==> src/rtl/lvl_irq_pkg.sv <==
package lvl_irq_pkg;

  // Register offsets (byte addresses, word aligned)
  localparam int unsigned MASK_OFS = 32'h04;
  localparam int unsigned PEND_OFS = 32'h0C;

  // Strobes from the bus decoder to the datapath
  typedef struct packed {
    logic wrMask;   // load the enable mask this edge
    logic selMask;  // current address selects the mask for reading
    logic selPend;  // current address selects the pending register for reading
  } ctlStrobe_t;

endpackage

==> src/rtl/lvl_irq_ctrl_ctl.sv <==
module lvl_irq_ctrl_ctl
  import lvl_irq_pkg::*;
#(
  parameter int unsigned ADDR_W = 8
) (
  input  logic              clk,
  input  logic              rstN,
  input  logic [ADDR_W-1:0] busAddr,
  input  logic              busWrEn,
  output ctlStrobe_t        strobe
);

  logic aligned;
  logic hitMask;
  logic hitPend;

  always_comb begin
    aligned = (busAddr[1:0] == 2'b00);
    hitMask = aligned && (busAddr == ADDR_W'(MASK_OFS));
    hitPend = aligned && (busAddr == ADDR_W'(PEND_OFS));
    strobe.selMask = hitMask;
    strobe.selPend = hitPend;
    // Only the mask is writable; every other offset is a silent no-op
    strobe.wrMask  = busWrEn && hitMask;
  end

  // at most one read source is selected
  assert_sel_excl_R7: assert property (@(posedge clk) disable iff (!rstN)
    $onehot0({strobe.selMask, strobe.selPend}));

  // a misaligned address never produces a write
  assert_no_misaligned_wr_R6: assert property (@(posedge clk) disable iff (!rstN)
    (busAddr[1:0] != 2'b00) |-> !strobe.wrMask);

endmodule

==> src/rtl/lvl_irq_ctrl_dp.sv <==
module lvl_irq_ctrl_dp
  import lvl_irq_pkg::*;
#(
  parameter int unsigned NUM_SRC     = 32,
  parameter int unsigned SYNC_STAGES = 2,
  parameter int unsigned DATA_W      = 32
) (
  input  logic               clk,
  input  logic               rstN,
  input  logic [NUM_SRC-1:0] irqIn,
  input  logic [DATA_W-1:0]  busWrData,
  input  ctlStrobe_t         strobe,
  output logic [DATA_W-1:0]  busRdData,
  output logic               irqOut
);

  localparam int unsigned CNT_W = $clog2(SYNC_STAGES + 1);

  logic [NUM_SRC-1:0] syncQ [SYNC_STAGES];
  logic [NUM_SRC-1:0] pendingQ;
  logic [NUM_SRC-1:0] maskQ;
  logic [DATA_W-1:0]  rdNext;
  logic [DATA_W-1:0]  rdDataQ;
  logic               irqOutQ;
  logic               unusedWrBits;

  assign unusedWrBits = ^busWrData;

  // Input synchronizer chain; the last stage is the pending register
  generate
    for (genvar s = 0; s < SYNC_STAGES; s++) begin : g_sync
      always_ff @(posedge clk or negedge rstN) begin
        if (!rstN) begin
          syncQ[s] <= '0;
        end else if (s == 0) begin
          syncQ[s] <= irqIn;
        end else begin
          syncQ[s] <= syncQ[(s == 0) ? 0 : s-1];
        end
      end
    end
  endgenerate

  assign pendingQ = syncQ[SYNC_STAGES-1];

  // Enable mask
  always_ff @(posedge clk or negedge rstN) begin
    if (!rstN) begin
      maskQ <= '0;
    end else if (strobe.wrMask) begin
      maskQ <= busWrData[NUM_SRC-1:0];
    end
  end

  // Registered request output, re-evaluated every cycle
  always_ff @(posedge clk or negedge rstN) begin
    if (!rstN) begin
      irqOutQ <= 1'b0;
    end else begin
      irqOutQ <= |(maskQ & pendingQ);
    end
  end

  // Read mux, zero-extended to the bus width
  always_comb begin
    rdNext = '0;
    if (strobe.selMask) begin
      rdNext[NUM_SRC-1:0] = maskQ;
    end else if (strobe.selPend) begin
      rdNext[NUM_SRC-1:0] = pendingQ;
    end
  end

  always_ff @(posedge clk or negedge rstN) begin
    if (!rstN) begin
      rdDataQ <= '0;
    end else begin
      rdDataQ <= rdNext;
    end
  end

  assign busRdData = rdDataQ;
  assign irqOut    = irqOutQ;

  // ---------------- assertions ----------------
  logic [CNT_W-1:0] upCnt;

  always_ff @(posedge clk or negedge rstN) begin
    if (!rstN) begin
      upCnt <= '0;
    end else if (upCnt != CNT_W'(SYNC_STAGES)) begin
      upCnt <= upCnt + 1'b1;
    end
  end

  generate
    if (SYNC_STAGES == 2) begin : g_sync_chk
      // pending mirrors the input level two edges later
      assert_pend_follows_R2: assert property (@(posedge clk) disable iff (!rstN)
        (upCnt == CNT_W'(SYNC_STAGES)) |-> (pendingQ == $past(irqIn, 2)));
    end
  endgenerate

  // output raised after an enabled pending source
  assert_out_rise_R3: assert property (@(posedge clk) disable iff (!rstN)
    ((maskQ & pendingQ) != '0) |=> irqOut);

  // output low when nothing enabled is pending
  assert_out_low_R3: assert property (@(posedge clk) disable iff (!rstN)
    ((maskQ & pendingQ) == '0) |=> !irqOut);

  // mask takes the written data
  assert_mask_load_R4: assert property (@(posedge clk) disable iff (!rstN)
    strobe.wrMask |=> (maskQ == $past(busWrData[NUM_SRC-1:0])));

  // without a mask write the mask holds
  assert_mask_hold_R6: assert property (@(posedge clk) disable iff (!rstN)
    !strobe.wrMask |=> $stable(maskQ));

  // unmapped reads return zero
  assert_unmapped_zero_R7: assert property (@(posedge clk) disable iff (!rstN)
    !(strobe.selMask || strobe.selPend) |=> (busRdData == '0));

endmodule

==> src/rtl/lvl_irq_ctrl.sv <==
module lvl_irq_ctrl
  import lvl_irq_pkg::*;
#(
  parameter int unsigned NUM_SRC     = 32,
  parameter int unsigned ADDR_W      = 8,
  parameter int unsigned SYNC_STAGES = 2
) (
  input  logic               clk,
  input  logic               rstN,
  input  logic [NUM_SRC-1:0] irqIn,
  input  logic [ADDR_W-1:0]  busAddr,
  input  logic               busWrEn,
  input  logic [31:0]        busWrData,
  output logic [31:0]        busRdData,
  output logic               irqOut
);

  ctlStrobe_t strobe;

  lvl_irq_ctrl_ctl #(
    .ADDR_W (ADDR_W)
  ) ctl_i (
    .clk     (clk),
    .rstN    (rstN),
    .busAddr (busAddr),
    .busWrEn (busWrEn),
    .strobe  (strobe)
  );

  lvl_irq_ctrl_dp #(
    .NUM_SRC     (NUM_SRC),
    .SYNC_STAGES (SYNC_STAGES),
    .DATA_W      (32)
  ) dp_i (
    .clk       (clk),
    .rstN      (rstN),
    .irqIn     (irqIn),
    .busWrData (busWrData),
    .strobe    (strobe),
    .busRdData (busRdData),
    .irqOut    (irqOut)
  );

endmodule

==> config.mk <==
export PLATFORM = sky130hd
export DESIGN_NAME = lvl_irq_ctrl
export DESIGN_NICKNAME = d
export VERILOG_FILES = /design/src/rtl/lvl_irq_pkg.sv /design/src/rtl/lvl_irq_ctrl_ctl.sv /design/src/rtl/lvl_irq_ctrl_dp.sv /design/src/rtl/lvl_irq_ctrl.sv
export SDC_FILE = /design/constraint.sdc
export NUM_CORES = 1
export LEC_CHECK = 0
export ABC_AREA = 1
export BUFFER_PORTS_ARGS = -buffer_cell sky130_fd_sc_hd__buf_2
export CAP_MARGIN = 25
export CORE_MARGIN = 2
export CORE_UTILIZATION = 25
export DETAILED_ROUTE_END_ITERATION = 8
export GPL_TIMING_DRIVEN = 0
export SLEW_MARGIN = 20
export SYNTH_ARGS = -nofsm -noshare
export SYNTH_HDL_FRONTEND = slang
export SYNTH_SLANG_ARGS = --single-unit
==> constraint.sdc <==
create_clock -name clk -period 1 [get_ports clk]
set_input_delay 0.15 -clock clk [delete_from_list [all_inputs] [get_ports clk]]
set_output_delay 0.15 -clock clk [all_outputs]
set_load 0.1 [all_outputs]
=== After elaboration in Yosys (flattened, before gate mapping) ===
Cells that the tools add are included.
Widths: inputs -> output; s select.

* Memories: 0
* Bits in read-only memories: 0
* Input port bits: 75
* Register bits after elaboration: 129
* RAM bits: 0
* Output and inout bits: 33
* Latch bits: 0

* Bitwise logic cells: 1
* Multiply operators: 0
* Shifts and indexed selects: 0
* Div/mod/pow operators: 0
* Equality and inequality tests: 2
* $add $sub $neg: 0
* Reduce and logical (&&, ||, !) cells: 5
* $lt $le $gt $ge: 0
* Muxes and demuxes: 2

{| class="wikitable"
|+ Operators by type and width
! cell !! count
|-
| $mux 32 || 2
|-
| $and 32x32->32 || 1
|-
| $reduce_or 32->1 || 1
|-
| $eq 8x3->1 const B || 1
|-
| $eq 8x4->1 const B || 1
|-
| $logic_and 1x1->1 || 3
|-
| $logic_not 2->1 || 1
|}

=== Depth between registers and ports, before layout ===
* Depth in word-level cells: 4
* Mapped depth: 7
* Depth with buffers taken out: 6

=== Modules after synthesis ===
Synthesis repeated with hierarchy kept, for this count alone.

* Cells, all modules: 391
* Area, all modules: 4440.5 µm²

{| class="wikitable"
|+ Modules (own cells, without submodules)
! module !! times used !! area an instance (µm²) !! cells each !! seq. area each (µm²)
|-
| lvl_irq_ctrl_dp || 1 || 4341.7 || 369 || 3228.1
|-
| lvl_irq_ctrl_ctl || 1 || 98.8 || 22 || 0.0
|}

=== Worst setup path after synthesis ===
Ideal clock, no wire load.

* Kind: register -> output
* Start: register dp_i.rdDataQ[0], in the netlist dp_i.busRdData[0]
* End: output busRdData[0]
* Path slack: -33 ps
* Data arrival time: 883 ps
* Cell stages (with the launch flop): 1
* Cells stage by stage: dfrtp_1

{| class="wikitable"
|+ RTL lines
! element !! line !! text
|-
| start: declaration || lvl_irq_ctrl_dp.sv:23 || <nowiki>logic [DATA_W-1:0] rdDataQ;</nowiki>
|-
| start signal: assignment || lvl_irq_ctrl_dp.sv:78 || <nowiki>rdDataQ <= rdNext;</nowiki>
|-
| end: declaration || lvl_irq_ctrl.sv:14 || <nowiki>output logic [31:0] busRdData,</nowiki>
|}

No word-level cell between the ends.

=== Final worst setup path ===
* Start: register dp_i.rdDataQ[8], in the netlist dp_i.busRdData[8]
* End: output busRdData[8]

No word-level cell between the ends.

==> flow_metrics.py <==
metrics = {
    "clock_tree": {
        "cts_hold_buffers": 63,
        "cts_sinks": 129,
        "htreeDepth": 4,
        "cts_made_buffers": 17,
        "clk_path_buf_depth": 2,
        "clk_pin_slew_worst_paths_ns": 0.06,
        "cts-root-buf": "clkbuf_16",
        "cts_tree": "built",
        "clkLatencyLatePin_ns": 0.41,
    },
    "setup_path": {
        "worstPathCellList": "buf_12",
        "worstSetupPathType": "reg2out",
        "arrival_ns": 1.01,
        "cpLargestDelayFamily": "flip-flops",
        "slowest_stage": "dfrtp_2",
        "crit_required_ns": 0.85,
        "crit_path_end_kind": "primary output",
        "start_kind": "register",
        "path_buf_inv": 1,
        "max_stage_delay_ns": 0.43,
        "crit_path_max_fanout": 1,
    },
    "outcome": {
        "violations": "hold timing, setup timing",
        "status": "finished, violations left",
    },
    "synthesis": {
        "syn_area_per_cell_um2": 10.7,
        "synthArstFlopShare_pct": 100,
        "synth_top_family_by_area": "simple AND/OR/NAND/NOR gates",
        "synthCells": 415,
        "synth_edf_count": 0,
        "yosys.area_share.simple_pct": 24.8,
        "synth_warnings": 0,
        "synth_seq_cells": 129,
        "synth.area.top_cells": "dfrtp_1 (73%), nand2_1 (17%), nand3_1 (4.6%), nor2_1 (1.1%), buf_6 (0.76%)",
        "synthAdderAreaFrac_pct": 0,
        "yosys-top-cells-count": "nand2_1 (207), dfrtp_1 (129), nand3_1 (41)",
        "synth_nets": 490,
        "ys.flop_type": "dfrtp_1",
        "synth_cell_types": 15,
        "netlist_area_um2": 4440,
        "yosysSeqAreaShare_pct": 72.7,
        "yosysTopAreaCellShare_pct": 72.7,
        "synthMuxAreaShare_pct": 0,
        "synth_most_common_cell": "nand2_1",
        "yosysTopAreaCell": "dfrtp_1",
        "synth-compound-area-share_pct": 0,
        "synth_xor_area_share_pct": 0,
    },
    "global_route": {
        "grt_use_total_pct": 13.7,
        "grt_pass1_wl_um": 18600,
        "grt_overflow": 0,
        "grt_max_degree": 68,
        "antenna_found_initial": 0,
        "first_global_vias": 3583,
    },
    "pwr": {
        "ir_drop_mv": 1.39,
        "p_leak_nw": 3.63,
        "power.density_nw_per_um2": 1900,
        "total_power_mw": 13.6,
    },
    "timing": {
        "rsz0062_at_grt": "true",
        "relSlewSlack_pct": 62.4,
        "tightest_slew_ns": 0.564,
        "timing.hold.ws_ns": -0.334,
        "setup_ws_ns": -0.162,
        "max_clock_freq_mhz": 860,
        "fin_skew_ns": 0.00682,
        "finalCriticalPeriod_ns": 1.16,
        "finalCritPeriodShare_pct": 116,
        "hold_violations": 62,
        "tns_ns": -4.69,
        "finalMaxSlewViolations": 0,
        "finalSetupViolCount": 33,
    },
    "final_layout": {
        "final_util_pct": 41.3,
        "fin_cells": 855,
        "layout-drive-gt1-share_pct": 34.8,
        "fin_nets": 692,
        "num_antenna_cells": 0,
        "area_growth_pct": 61.4,
        "final_cell_area_um2": 7170,
        "fillers": 1634,
    },
    "placement": {
        "hpwlAfterDp_um": 7740,
        "dp.cells": 747,
        "place_ws_ns": -0.437,
        "gp_congestion": 0.716,
        "portBuffers": 106,
        "place_area_um2": 5330,
    },
    "floorplanning": {
        "die_area_um2": 18800,
        "io_pins": 108,
        "coreArea_um2": 17400,
        "die_h_um": 137,
        "initial_core_util_pct": 25.6,
        "rows": 48,
        "die_x_um": 137,
    },
    "job": {
        "max_cap_violations": 0,
    },
    "route": {
        "totalWireLength_um": 12000,
        "first_iter_violations": 153,
        "avgRoutedWirePerCell_um": 14.0,
        "vias_per_cell": 3.98,
        "drc": 0,
        "drt-pass1-iter-count": 6,
        "vias": 3403,
        "antenna_left": 0,
    },
    "hold_path": {
        "hp-class": "in2async",
    },
}
## repair_timing
action / in CTS / in global routing
endpoints found under the setup margin: 36 / 78
pin swaps: 3 / 14
setup buffers: 1 / 12
endpoints found under the hold margin: 125 / 62
gates resized for setup: 81 / 46
gates cloned: 0 / 0
## cell usage in the layout (no fill, tap or decap), drive strengths merged
master,synthesis,routed
inv,3,4
nand3,42,42
clkinv,0,5
clkbuf,4,24
dfrtp,129,129
nor2,16,16
bufinv,0,6
nand3b,1,1
buf,12,132
dlygate4sd3,0,63
nand2,208,208
## layout make-up
| type | instances | area (um^2) | area share, % |
|---|---|---|---|
| buffer | 16 | 111 | 1.55 |
| clock buffer | 20 | 457 | 6.37 |
| clock inverter | 12 | 229 | 3.19 |
| inverter | 3 | 11.3 | 0.157 |
| multi-input combinational | 267 | 1160 | 16.2 |
| sequential | 129 | 3270 | 45.6 |
| tap | 225 | 282 | 3.93 |
| timing repair buffer | 183 | 1650 | 23.0 |
## worst reg2reg max path, delay by kind of cell (launching register included)
family	cells	cell delay [ns]
flip-flops	1	0.39
AND/OR/NAND/NOR	6	0.49
## power breakdown
group | total (mW) | switching (mW) | internal, mW | leakage (nW)
Combinational | 0.925 | 0.495 | 0.430 | 1.70
Sequential | 5.55 | 0.110 | 5.44 | 1.59
Clock | 7.13 | 2.30 | 4.83 | 0.335
Total | 13.6 | 2.90 | 10.7 | 3.63
## per-layer routing
| layer | track usage [%] | up-vias | part of all wire, % |
|---|---|---|---|
| li1 | - | 1691 | - |
| met1 | 16.9 | 1629 | 44 |
| met2 | 22.6 | 75 | 50 |
| met3 | 4.60 | 8 | 4.6 |
| met4 | 4.47 | 0 | 0.93 |
| met5 | 0 | - | 0 |
## state kept, by name (all words and copies together), names as in the netlist
signal,cells
dp_i.busRdData,32
dp_i.maskQ,32
dp_i.irqOut,1
dp_i.syncQ,32
dp_i.pendingQ,32
## worst paths after layout
check,from,to,slack [ns],cells after the start
max in group asynchronous,rstN,dp_i.busRdData[10],0.62,2
hold / removal,rstN,dp_i.pendingQ[24],-0.33,1
setup / recovery,dp_i.busRdData[8],busRdData[8],-0.16,1
setup reg to reg,dp_i.maskQ[3],dp_i.irqOut,0.01,6
min in group clk,busWrData[4],dp_i.maskQ[4],0.03,3
hold reg to reg,dp_i.syncQ[44],dp_i.pendingQ[12],0.34,0
## kinds of logic after synthesis
family	Yosys count
and+or+nand+nor	267
DFF	129
buffers and inverters	19
Power figures use the tool's default switching activity.
